===== config.mk =====
export PLATFORM = sky130hd
export DESIGN_NAME = adc_cfg_port
export DESIGN_NICKNAME = d
export VERILOG_FILES = /design/src/rtl/adc_cfg_pkg.sv /design/src/rtl/cfg_shift.sv /design/src/rtl/mux_decode.sv /design/src/rtl/adc_cfg_port.sv
export SDC_FILE = /design/constraint.sdc
export NUM_CORES = 1
export LEC_CHECK = 0
export ABC_AREA = 1
export CORE_AREA = 8 8 59 61
export DETAILED_ROUTE_END_ITERATION = 16
export DIE_AREA = 0 0 67 69
export PLACE_DENSITY_LB_ADDON = 0.2
export SYNTH_ARGS = -nofsm -noshare
export SYNTH_HDL_FRONTEND = slang
export SYNTH_SLANG_ARGS = --single-unit

===== constraint.sdc =====
create_clock -name clk_i -period 1.6 [get_ports clk_i]
set_input_delay 0.24 -clock clk_i [delete_from_list [all_inputs] [get_ports clk_i]]
set_output_delay 0.24 -clock clk_i [all_outputs]
set_load 0.05 [all_outputs]

===== src/rtl/adc_cfg_pkg.sv =====
package adc_cfg_pkg;
  typedef enum logic [1:0] {
    ST_IDLE = 2'd0,
    ST_HUNT = 2'd1,
    ST_CFG  = 2'd2,
    ST_HOLD = 2'd3
  } cfg_state_e;
endpackage


===== src/rtl/cfg_shift.sv =====
module cfg_shift #(
  parameter int W = 4
) (
  input  logic         clk_i,
  input  logic         rst_ni,
  input  logic         clr_i,
  input  logic         en_i,
  input  logic         bit_i,
  output logic [W-1:0] word_o,
  output logic         last_o
);
  localparam int CNT_W = $clog2(W + 1);

  logic [W-1:0]     word_q;
  logic [CNT_W-1:0] cnt_q;

  // word including the bit being captured this edge
  assign word_o = {word_q[W-2:0], bit_i};
  assign last_o = en_i && (cnt_q == CNT_W'(W - 1));

  always_ff @(posedge clk_i or negedge rst_ni) begin
    if (!rst_ni) begin
      word_q <= '0;
      cnt_q  <= '0;
    end else if (clr_i) begin
      word_q <= '0;
      cnt_q  <= '0;
    end else if (en_i) begin
      word_q <= word_o;
      cnt_q  <= cnt_q + 1'b1;
    end
  end
endmodule


===== src/rtl/mux_decode.sv =====
module mux_decode #(
  parameter int N = 8
) (
  input  logic [1+$clog2(N)-1:0] cfg_i,
  output logic [N-1:0]           pos_o,
  output logic [N:0]             neg_o
);
  localparam int ID_W = $clog2(N);
  localparam int CW   = 1 + ID_W;

  logic            sgl;
  logic            odd;
  logic [ID_W-1:0] pos_id;
  logic [ID_W-1:0] neg_id;

  assign sgl = cfg_i[CW-1];
  assign odd = cfg_i[CW-2];

  generate
    if (ID_W > 1) begin : g_multi
      assign pos_id = {cfg_i[ID_W-2:0], odd};
      assign neg_id = {cfg_i[ID_W-2:0], ~odd};
    end else begin : g_single
      assign pos_id = odd;
      assign neg_id = ~odd;
    end
  endgenerate

  always_comb begin
    pos_o = '0;
    neg_o = '0;
    pos_o[pos_id] = 1'b1;
    if (sgl) neg_o[N] = 1'b1;
    else     neg_o[neg_id] = 1'b1;
  end
endmodule


===== src/rtl/adc_cfg_port.sv =====
module adc_cfg_port #(
  parameter int N = 8
) (
  input  logic         clk_i,
  input  logic         rst_ni,
  input  logic         cs_ni,
  input  logic         di_i,
  output logic [N-1:0] pos_sel_o,
  output logic [N:0]   neg_sel_o,
  output logic         conv_start_o
);
  import adc_cfg_pkg::*;

  localparam int ID_W = $clog2(N);
  localparam int CW   = 1 + ID_W;  // mode + odd + (ID_W-1) select bits

  cfg_state_e   state_q;
  logic         cs_q;
  logic         pend_q;
  logic         start_q;
  logic [N-1:0] pos_q;
  logic [N:0]   neg_q;

  logic [CW-1:0] cfg_word;
  logic          cfg_last;
  logic [N-1:0]  dec_pos;
  logic [N:0]    dec_neg;
  logic          shift_en;

  assign shift_en = !cs_ni && (state_q == ST_CFG);

  cfg_shift #(.W(CW)) u_shift (
    .clk_i  (clk_i),
    .rst_ni (rst_ni),
    .clr_i  (cs_ni),
    .en_i   (shift_en),
    .bit_i  (di_i),
    .word_o (cfg_word),
    .last_o (cfg_last)
  );

  mux_decode #(.N(N)) u_dec (
    .cfg_i (cfg_word),
    .pos_o (dec_pos),
    .neg_o (dec_neg)
  );

  always_ff @(posedge clk_i or negedge rst_ni) begin
    if (!rst_ni) begin
      state_q <= ST_IDLE;
      cs_q    <= 1'b0;
      pend_q  <= 1'b0;
      start_q <= 1'b0;
      pos_q   <= '0;
      neg_q   <= '0;
    end else begin
      cs_q <= cs_ni;
      if (cs_ni) begin
        state_q <= ST_IDLE;
        pend_q  <= 1'b0;
        start_q <= 1'b0;
        pos_q   <= '0;
        neg_q   <= '0;
      end else begin
        start_q <= pend_q;
        pend_q  <= 1'b0;
        unique case (state_q)
          ST_IDLE: if (cs_q) state_q <= di_i ? ST_CFG : ST_HUNT;
          ST_HUNT: if (di_i) state_q <= ST_CFG;
          ST_CFG: begin
            if (cfg_last) begin
              pos_q   <= dec_pos;
              neg_q   <= dec_neg;
              pend_q  <= 1'b1;
              state_q <= ST_HOLD;
            end
          end
          ST_HOLD: ;
          default: state_q <= ST_IDLE;
        endcase
      end
    end
  end

  assign pos_sel_o    = pos_q;
  assign neg_sel_o    = neg_q;
  assign conv_start_o = start_q;
endmodule


==> results of run 1 <==
## worst max-delay path: cells and delay by family, from the launching register on
kind / cells / cell delay (ps)
adder cells (fa/ha/maj): 2 / 470
AO/OA/AOI/OAI: 2 / 270
buffers and inverters: 1 / 170
flip-flops: 1 / 430
AND/OR/NAND/NOR: 1 / 50
## through the flow
step / total power, uW / util / cells / instance area [sq um] / hold slack [ps]
4_1_cts: 1560 / 0.577 / 195 / 1510 / 269
3_5_place_dp: 1220 / 0.563 / 191 / 1470 / 458
2_1_floorplan: 1130 / - / 139 / 1260 / -55.6
3_3_place_gp: 1190 / 0.563 / 191 / 1470 / 446
5_1_grt: 1660 / 0.578 / 195 / 1510 / 294
6_report: 1560 / 0.578 / 195 / 1510 / 264
## kinds of logic after synthesis
group	share of synthesized area
simple gates	0.278
flops	0.555
buf+inv	0.0644
compound gates	0.0525
fa+ha+maj	0.0496
## layout make-up
cell class	instances	share of cell area
sequential	28	0.464
multi-input combinational	94	0.320
timing repair buffer	23	0.128
inverter	15	0.0389
tap	31	0.0257
clock buffer	4	0.0240
## registers in the layout (all words and copies together) (netlist names)
signal,count
neg_sel_o,9
state_q,2
pos_sel_o,8
u_shift.word_q,3
cs_q,1
pend_q,1
u_shift.cnt_q,3
conv_start_o,1
## synthesized netlist by cell type
| cell | n | area [sq um] |
|---|---|---|
| inv_1 | 13 | 48.8 |
| a21oi_4 | 1 | 16.3 |
| ha_1 | 5 | 62.6 |
| buf_6 | 2 | 22.5 |
| nor2_4 | 2 | 22.5 |
| nand2_1 | 54 | 203 |
| nand3_4 | 1 | 17.5 |
| nand2_2 | 4 | 25.0 |
| o21ai_1 | 2 | 10.0 |
| o21ai_0 | 2 | 10.0 |
| clkinv_1 | 1 | 3.75 |
| inv_4 | 1 | 6.26 |
| nand3_1 | 13 | 65.1 |
| a21oi_1 | 1 | 5.00 |
| nor2_1 | 5 | 18.8 |
| o22ai_1 | 4 | 25.0 |
| dfrtp_1 | 28 | 701 |
## path summary, 6_finish.rpt
path | startpoint | end | slack (ps) | cells after the start
setup / recovery | u_shift.cnt_q[0]$_DFFE_PN0P_ | neg_sel_o[8]$_DFFE_PN0P_ | 140 | 6
hold / removal | rst_ni | neg_sel_o[2]$_DFFE_PN0P_ | 260 | 2
setup reg to reg | u_shift.cnt_q[0]$_DFFE_PN0P_ | neg_sel_o[8]$_DFFE_PN0P_ | 140 | 6
hold reg to reg | u_shift.word_q[2]$_DFFE_PN0P_ | neg_sel_o[6]$_DFFE_PN0P_ | 480 | 1
max in group asynchronous | rst_ni | pos_sel_o[7]$_DFFE_PN0P_ | 1080 | 2
min in group clk_i | u_shift.word_q[2]$_DFFE_PN0P_ | neg_sel_o[6]$_DFFE_PN0P_ | 480 | 1
## power by group through the flow
stage | clock network [uW] | registers, uW | logic [uW]
after global routing | 380 | 805 | 470
after detailed placement | 0 | 813 | 409
final | 346 | 799 | 417
after global placement | 0 | 809 | 386
after floorplan | 0 | 808 | 321
after CTS | 354 | 799 | 410
## routing by layer
layer | up-vias | global-route usage | part of all wire | routed length [microns]
met5 | - | 0 | 0 | 0
met4 | 0 | 0.0535 | 0.019 | 48
met3 | 6 | 0.0226 | 0.044 | 113
met2 | 15 | 0.201 | 0.51 | 1290
met1 | 464 | 0.132 | 0.43 | 1090
li1 | 482 | - | - | -
## what timing repair did
| item | 4_1_cts | 5_1_grt |
|---|---|---|
| setup buffers | 0 | 0 |
| setup endpoints to repair | 0 | 1 |
| resized for setup | 0 | 1 |
==> out/metrics.yaml, run 1 <==
status:
  status: "completed"
floorplanning:
  die_h_microns: 69
  row_count: 19
  start_util: 0.483
  io_pins: 22
  fp.coreArea_sq_mm: 0.00262
  dieArea_sq_mm: 0.00462
  die_x_microns: 67
worst_setup_path:
  criticalPathCategory: "flop to flop"
  critical_path.max_stage_delay_ps: 430
  crit_required_ps: 1860
  cp_common_cell: "ha_1"
  end_kind: "flop"
  crit_path_start_kind: "flop"
  crit_arrival_ps: 1720
  path_cells: "ha_1, ha_1, a21oi_4, buf_12, nand2_1, o21ai_0"
  path_max_fanout: 17
  cpMaxStageDelayCell: "dfrtp_1"
timing:
  totalNegativeSetupSlack_ps: 0
  worst_slack_ps: 141
  slew_violations: 0
  min_period_over_period: 0.912
  fin_worst_skew_ps: 3.49
  finalHoldViolCount: 0
  rsz0062_at_grt: "no"
  fin_crit_ps: 1460
  setup_viol: 0
  worst-slew-pin-transition_ps: 353
  maxSlewHeadroom: 0.765
  fmax_mhz: 686
clock_network:
  clkSinkCount: 28
  cts_buffer_depth: 2
  cts_tree: "done"
  cts_buffers: 3
  cts_max_level: 1
  path_clk_slew_ps: 150
  root_buffer: "clkbuf_4"
  insertion_delay_ps: 330
  hold_buffers: 0
power_and_ir_drop:
  vdd_drop_max_mv: 0.671
  p_comb_frac: 0.267
  p_int_uw: 1040
  sw_frac_of_total: 0.335
  clkPwrFrac: 0.222
  leakagePower_uw: 0.000842
  power_per_cell_area_mw_per_mm2: 1030
  net-switching-power_uw: 523
  p_seq_frac: 0.512
placed_design:
  place_congestion: 0.873
  pre_cts_ws_ps: 77.9
  hpwl_microns: 1900
  port_buffers: 21
logic_synthesis:
  syn_nets: 148
  syn_inst: 139
  ys_types: 17
  syn_area_per_cell_sq_um: 9.08
  ys_ff_latch: 28
  netlist_area_sq_mm: 0.00126
  ys_seq_area_frac: 0.555
  yosysWarnings: 0
drt:
  first_pass_iters: 4
  avgViaCountPerCell: 4.96
  drt_iter0_drc: 41
  ant_nets: 0
  drcViolationCount: 0
  drt_wl_total_microns: 2540
  via_count: 967
  wl_per_cell_microns: 13.0
final_layout:
  layout_common_cells: "nand2_1, dfrtp_1, buf_4"
  drive_gt1_frac: 0.207
  final_common_cell: "nand2_1"
  num-fill-cells: 252
  multi_input_area_sq_um: 483
  syn_to_final_growth_pct: 19.6
  diodes: 0
  sequential_cell_area_sq_um: 701
  fin_nets: 174
global_route:
  grt_max_degree: 29
  grt_pass1_wl_microns: 4360
  grt_use_total: 0.117
  grt_pass1_vias: 1002
  grt_overflow: 0
  antenna_found_initial: 0
job:
  max_cap_viol_count: 0
worst_hold_path:
  hp-class: "input pin to asynchronous set/reset pin"
Power figures use the tool's default switching activity.
==> inputs of run 2 (changes only) <==
--- a/config.mk
+++ b/config.mk
@@ -9,7 +9,7 @@
 export CORE_AREA = 8 8 59 61
 export DETAILED_ROUTE_END_ITERATION = 16
 export DIE_AREA = 0 0 67 69
-export PLACE_DENSITY_LB_ADDON = 0.2
+export PLACE_DENSITY = 0.85
 export SYNTH_ARGS = -nofsm -noshare
 export SYNTH_HDL_FRONTEND = slang
 export SYNTH_SLANG_ARGS = --single-unit
==> out/metrics.yaml, run 2 (synthesis gave the netlist of run 1 again) <==
placed_design:
  place_congestion: 0.869  # was 0.873
  port_buffers: 21  # unchanged
  hpwl_microns: 1980  # was 1900 microns
final_layout:
  final_common_cell: "nand2_1"  # unchanged
  final_util: 0.573  # was 0.578
  diodes: 0  # unchanged
  largest_reg_flops: 9  # unchanged
  layout_common_cells: "nand2_1, dfrtp_1, buf_4"  # unchanged
  syn_to_final_growth_pct: 18.7  # was 19.6%
  fin_nets: 176  # was 174
  drive_gt1_frac: 0.212  # was 0.207
timing:
  setup_viol: 0  # unchanged
  finalHoldViolCount: 0  # unchanged
  min_period_over_period: 0.943  # was 0.912
  totalNegativeSetupSlack_ps: 0  # unchanged
  fin_crit_ps: 1510  # was 1460 ps
  maxSlewHeadroom: 0.769  # was 0.765
  worst-slew-pin-transition_ps: 346  # was 353 ps
  fin_worst_skew_ps: 6.80  # was 3.49 ps
  slew_violations: 0  # unchanged
  fmax_mhz: 663  # was 686 MHz
clock_network:
  cts_buffer_depth: 2  # unchanged
  insertion_delay_ps: 310  # was 330 ps
  root_buffer: "clkbuf_4"  # unchanged
  cts_buffers: 3  # unchanged
  clkSinkCount: 28  # unchanged
  cts_tree: "done"  # unchanged
  cts_max_level: 1  # unchanged
  path_clk_slew_ps: 140  # was 150 ps
floorplanning:
  fp.coreArea_sq_mm: 0.00262  # unchanged
  start_util: 0.483  # unchanged
  dieArea_sq_mm: 0.00462  # unchanged
  die_x_microns: 67  # unchanged
  io_pins: 22  # unchanged
  row_count: 19  # unchanged
  die_h_microns: 69  # unchanged
power_and_ir_drop:
  p_seq_frac: 0.537  # was 0.512
  net-switching-power_uw: 503  # was 523 uW
  p_int_uw: 989  # was 1040 uW
  clkPwrFrac: 0.184  # was 0.222
  sw_frac_of_total: 0.337  # was 0.335
  vdd_drop_max_mv: 0.918  # was 0.671 mV
  power_per_cell_area_mw_per_mm2: 995  # was 1030 mW/mm^2
  p_comb_frac: 0.279  # was 0.267
  leakagePower_uw: 0.000840  # was 0.000842 uW
drt:
  drt_wl_total_microns: 2540  # about the same
  drcViolationCount: 0  # unchanged
  via_count: 1005  # was 967
  drt_iter0_drc: 71  # was 41
  avgViaCountPerCell: 5.13  # was 4.96
  wl_per_cell_microns: 13.0  # about the same
  first_pass_iters: 5  # was 4
  ant_nets: 0  # unchanged
global_route:
  grt_use_total: 0.111  # was 0.117
  grt_pass1_wl_microns: 4230  # was 4360 microns
  grt_overflow: 0  # unchanged
  antenna_found_initial: 0  # unchanged
  grt_max_degree: 29  # unchanged
  grt_pass1_vias: 986  # was 1,002
worst_setup_path:
  end_kind: "flop"  # unchanged
  path_max_fanout: 10  # was 17
  crit_arrival_ps: 1770  # was 1720 ps
  crit_path_start_kind: "flop"  # unchanged
  crit_required_ps: 1860  # about the same
  criticalPathCategory: "flop to flop"  # unchanged
job:
  max_cap_viol_count: 0  # unchanged
worst_hold_path:
  hp-class: "input pin to asynchronous set/reset pin"  # unchanged
status:
  status: "completed"  # unchanged
run 2: changes by cell type in the layout (fill, tap and decap cells not counted):
cell | previous run | this run
buf_4 | 19 | 22
buf_12 | 1 | 0
clkbuf_8 | 1 | 0
run 2: cell type report:
class,count,area [sq um]
inverters,15,58.8
repair buffers,25,195
clock buffers,3,22.5
well taps,31,38.8
multi-input cells,94,483
flip-flops and latches,28,701
fillers,228,1120
run 2: stage by stage:
stage                     total power (uW)  std cells  hold slack, ps  instance area, sq um  setup WS (ps)
after detailed placement              1220        192             467                  1470           73.0
after floorplan                       1130        139           -55.6                  1260            209
final                                 1490        196             280                  1500           90.8
after CTS                             1490        195             293                  1490           59.1
after global routing                  1590        196             298                  1500         -0.958
after global placement                1180        192             452                  1470            134
run 2: what timing repair did:
item	4_1_cts	5_1_grt
setup endpoints to repair	0	6
resized for setup	0	1
hold buffers	0	0
endpoints found under the hold margin	0	0
setup buffers	0	1
run 2: critical path, stage by stage (launching register included):
cell and delay [ps]:
dfrtp_1 420, ha_1 200, ha_1 260, a21oi_4 240, buf_4 200, nand2_1 70
nand2_1 70
run 2: worst paths after layout:
path | start | endpoint | slack (ps) | depth (start not counted)
min reg2reg | u_shift.word_q[2]$_DFFE_PN0P_ | neg_sel_o[6]$_DFFE_PN0P_ | 490 | 1
min | rst_ni | pos_sel_o[0]$_DFFE_PN0P_ | 280 | 2
max reg2reg | u_shift.cnt_q[0]$_DFFE_PN0P_ | neg_sel_o[3]$_DFFE_PN0P_ | 90 | 6
min in group clk_i | u_shift.word_q[2]$_DFFE_PN0P_ | neg_sel_o[6]$_DFFE_PN0P_ | 490 | 1
max in group asynchronous | rst_ni | pos_sel_o[7]$_DFFE_PN0P_ | 1060 | 2
max | u_shift.cnt_q[0]$_DFFE_PN0P_ | neg_sel_o[3]$_DFFE_PN0P_ | 90 | 6
run 2: power by group through the flow:
stage / clock [uW] / sequential, uW / combinational (uW)
global route: 315 / 808 / 468
finish: 274 / 801 / 416
CTS: 284 / 801 / 410
global placement: 0 / 807 / 374
floorplan: 0 / 808 / 321
detailed placement: 0 / 814 / 408
run 2: layer usage:
layer  global-route usage  part of all wire  vias to the layer above  routed length [microns]
met3               0.0307             0.072                        2                      183
li1                     -                 -                      489                        -
met2                0.199              0.50                       31                     1280
met5                    0                 0                        -                        0
met4               0.0163            0.0012                        0                        3
met1                0.126              0.42                      483                     1080
==> inputs of run 3 (changes only) <==
--- a/config.mk
+++ b/config.mk
@@ -9,7 +9,8 @@
 export CORE_AREA = 8 8 59 61
 export DETAILED_ROUTE_END_ITERATION = 16
 export DIE_AREA = 0 0 67 69
-export PLACE_DENSITY = 0.85
+export PLACE_DENSITY = 0.88
+export SLEW_MARGIN = 20
 export SYNTH_ARGS = -nofsm -noshare
 export SYNTH_HDL_FRONTEND = slang
 export SYNTH_SLANG_ARGS = --single-unit
==> out/metrics.yaml, run 3 (synthesis gave the netlist of run 1 again) <==
drt:
  drcViolationCount: 0  # unchanged
  drt_wl_total_microns: 2570  # was 2540 microns
  wl_per_cell_microns: 13.1  # was 13.0 microns
  via_count: 1003  # was 1,005
  avgViaCountPerCell: 5.12  # was 5.13
  first_pass_iters: 7  # was 5
  ant_nets: 0  # unchanged
  drt_iter0_drc: 55  # was 71
final_layout:
  syn_to_final_growth_pct: 19.2  # was 18.7%
  layout_common_cells: "nand2_1, dfrtp_1, buf_4"  # unchanged
  fin_nets: 175  # was 176
  largest_reg_flops: 9  # unchanged
  drive_gt1_frac: 0.212  # unchanged
  final_common_cell: "nand2_1"  # unchanged
  diodes: 0  # unchanged
global_route:
  grt_max_degree: 29  # unchanged
  grt_pass1_vias: 1009  # was 986
  grt_overflow: 0  # unchanged
  grt_pass1_wl_microns: 4390  # was 4230 microns
  grt_use_total: 0.117  # was 0.111
  antenna_found_initial: 0  # unchanged
worst_setup_path:
  crit_path_start_kind: "flop"  # unchanged
  criticalPathCategory: "flop to flop"  # unchanged
  end_kind: "flop"  # unchanged
  path_max_fanout: 9  # was 10
  crit_required_ps: 1860  # about the same
  crit_arrival_ps: 1740  # was 1770 ps
timing:
  finalHoldViolCount: 0  # unchanged
  min_period_over_period: 0.924  # was 0.943
  hold_slack_ps: 262  # was 280 ps
  fin_worst_skew_ps: 1.36  # was 6.80 ps
  slew_violations: 0  # unchanged
  setup_viol: 0  # unchanged
  rsz0062_at_grt: "no"
  fin_crit_ps: 1480  # was 1510 ps
  totalNegativeSetupSlack_ps: 0  # unchanged
  worst-slew-pin-transition_ps: 365  # was 346 ps
  maxSlewHeadroom: 0.756  # was 0.769
  fmax_mhz: 676  # was 663 MHz
power_and_ir_drop:
  leakagePower_uw: 0.000842  # was 0.000840 uW
  vdd_drop_max_mv: 0.937  # was 0.918 mV
  p_int_uw: 1040  # was 989 uW
  clkPwrFrac: 0.218  # was 0.184
  power_per_cell_area_mw_per_mm2: 1030  # was 995 mW/mm^2
  p_total_uw: 1550  # was 1490 uW
  net-switching-power_uw: 509  # was 503 uW
  p_comb_frac: 0.264  # was 0.279
  sw_frac_of_total: 0.329  # was 0.337
  p_seq_frac: 0.518  # was 0.537
clock_network:
  insertion_delay_ps: 320  # was 310 ps
  cts_buffers: 3  # unchanged
  cts_tree: "done"  # unchanged
  root_buffer: "clkbuf_4"  # unchanged
  cts_buffer_depth: 2  # unchanged
  path_clk_slew_ps: 140  # about the same
  clkSinkCount: 28  # unchanged
  cts_max_level: 1  # unchanged
floorplanning:
  die_h_microns: 69  # unchanged
  start_util: 0.483  # unchanged
  die_x_microns: 67  # unchanged
  dieArea_sq_mm: 0.00462  # unchanged
  io_pins: 22  # unchanged
  row_count: 19  # unchanged
  fp.coreArea_sq_mm: 0.00262  # unchanged
worst_hold_path:
  hp-class: "input pin to asynchronous set/reset pin"  # unchanged
placed_design:
  port_buffers: 21  # unchanged
  place_congestion: 0.857  # was 0.869
  hpwl_microns: 1950  # was 1980 microns
job:
  max_cap_viol_count: 0  # unchanged
status:
  status: "completed"  # unchanged
[run 3: changes by cell type in the layout (fill, tap and decap cells not counted)]
cell / change
buf_4: -1
clkbuf_8: +1
[run 3: routing by layer]
layer  part of all wire  track usage  routed length (microns)
met1               0.40        0.131                     1020
met5                  0            0                        0
met2               0.54        0.204                     1380
met4              0.010       0.0465                       26
met3              0.056       0.0258                      145
[run 3: final timing paths]
check                                               from                            to  slack (ps)  cells past startpoint
setup / recovery            u_shift.cnt_q[0]$_DFFE_PN0P_      neg_sel_o[8]$_DFFE_PN0P_         120                      6
hold reg to reg            u_shift.word_q[2]$_DFFE_PN0P_      neg_sel_o[6]$_DFFE_PN0P_         470                      1
hold / removal                                    rst_ni  u_shift.cnt_q[0]$_DFFE_PN0P_         260                      2
min in group clk_i         u_shift.word_q[2]$_DFFE_PN0P_      neg_sel_o[6]$_DFFE_PN0P_         470                      1
setup reg to reg            u_shift.cnt_q[0]$_DFFE_PN0P_      neg_sel_o[8]$_DFFE_PN0P_         120                      6
max in group asynchronous                         rst_ni      neg_sel_o[5]$_DFFE_PN0P_        1080                      2
[run 3: layout make-up]
class	count	area, sq um
well taps	31	38.8
flip-flops and latches	28	701
fillers	251	1110
inverters	15	58.8
clock buffers	4	36.3
multi-input cells	94	483
repair buffers	24	188
[run 3: power by group through the flow]
stage,Clock [uW],Sequential [uW],Combinational [uW]
finish,338,801,408
global route,375,806,458
CTS,351,800,410
detailed placement,0,814,409
global placement,0,808,373
floorplan,0,808,321
[run 3: stage by stage]
step / utilization / setup slack, ps / area (sq um) / cells
6_report: 0.576 / 121 / 1510 / 196
5_1_grt: 0.576 / 12.5 / 1510 / 196
4_1_cts: 0.575 / 111 / 1500 / 196
3_5_place_dp: 0.561 / 32.3 / 1470 / 192
3_3_place_gp: 0.561 / 141 / 1470 / 192
2_1_floorplan: - / 209 / 1260 / 139
[run 3: what timing repair did]
| action | 4_1_cts | 5_1_grt |
|---|---|---|
| buffers inserted | 0 | 0 |
| hold endpoints to repair | 0 | 0 |
| endpoints found under the setup margin | 0 | 6 |
| gates resized for setup | 0 | 1 |
| hold buffers | 0 | 0 |
[run 3: critical path, cell delays in order, from the launching register on]
cell and delay, ps:
dfrtp_1 430, ha_1 210, ha_1 260, a21oi_4 200, buf_4 190, nand2_1 50, o21ai_0 60
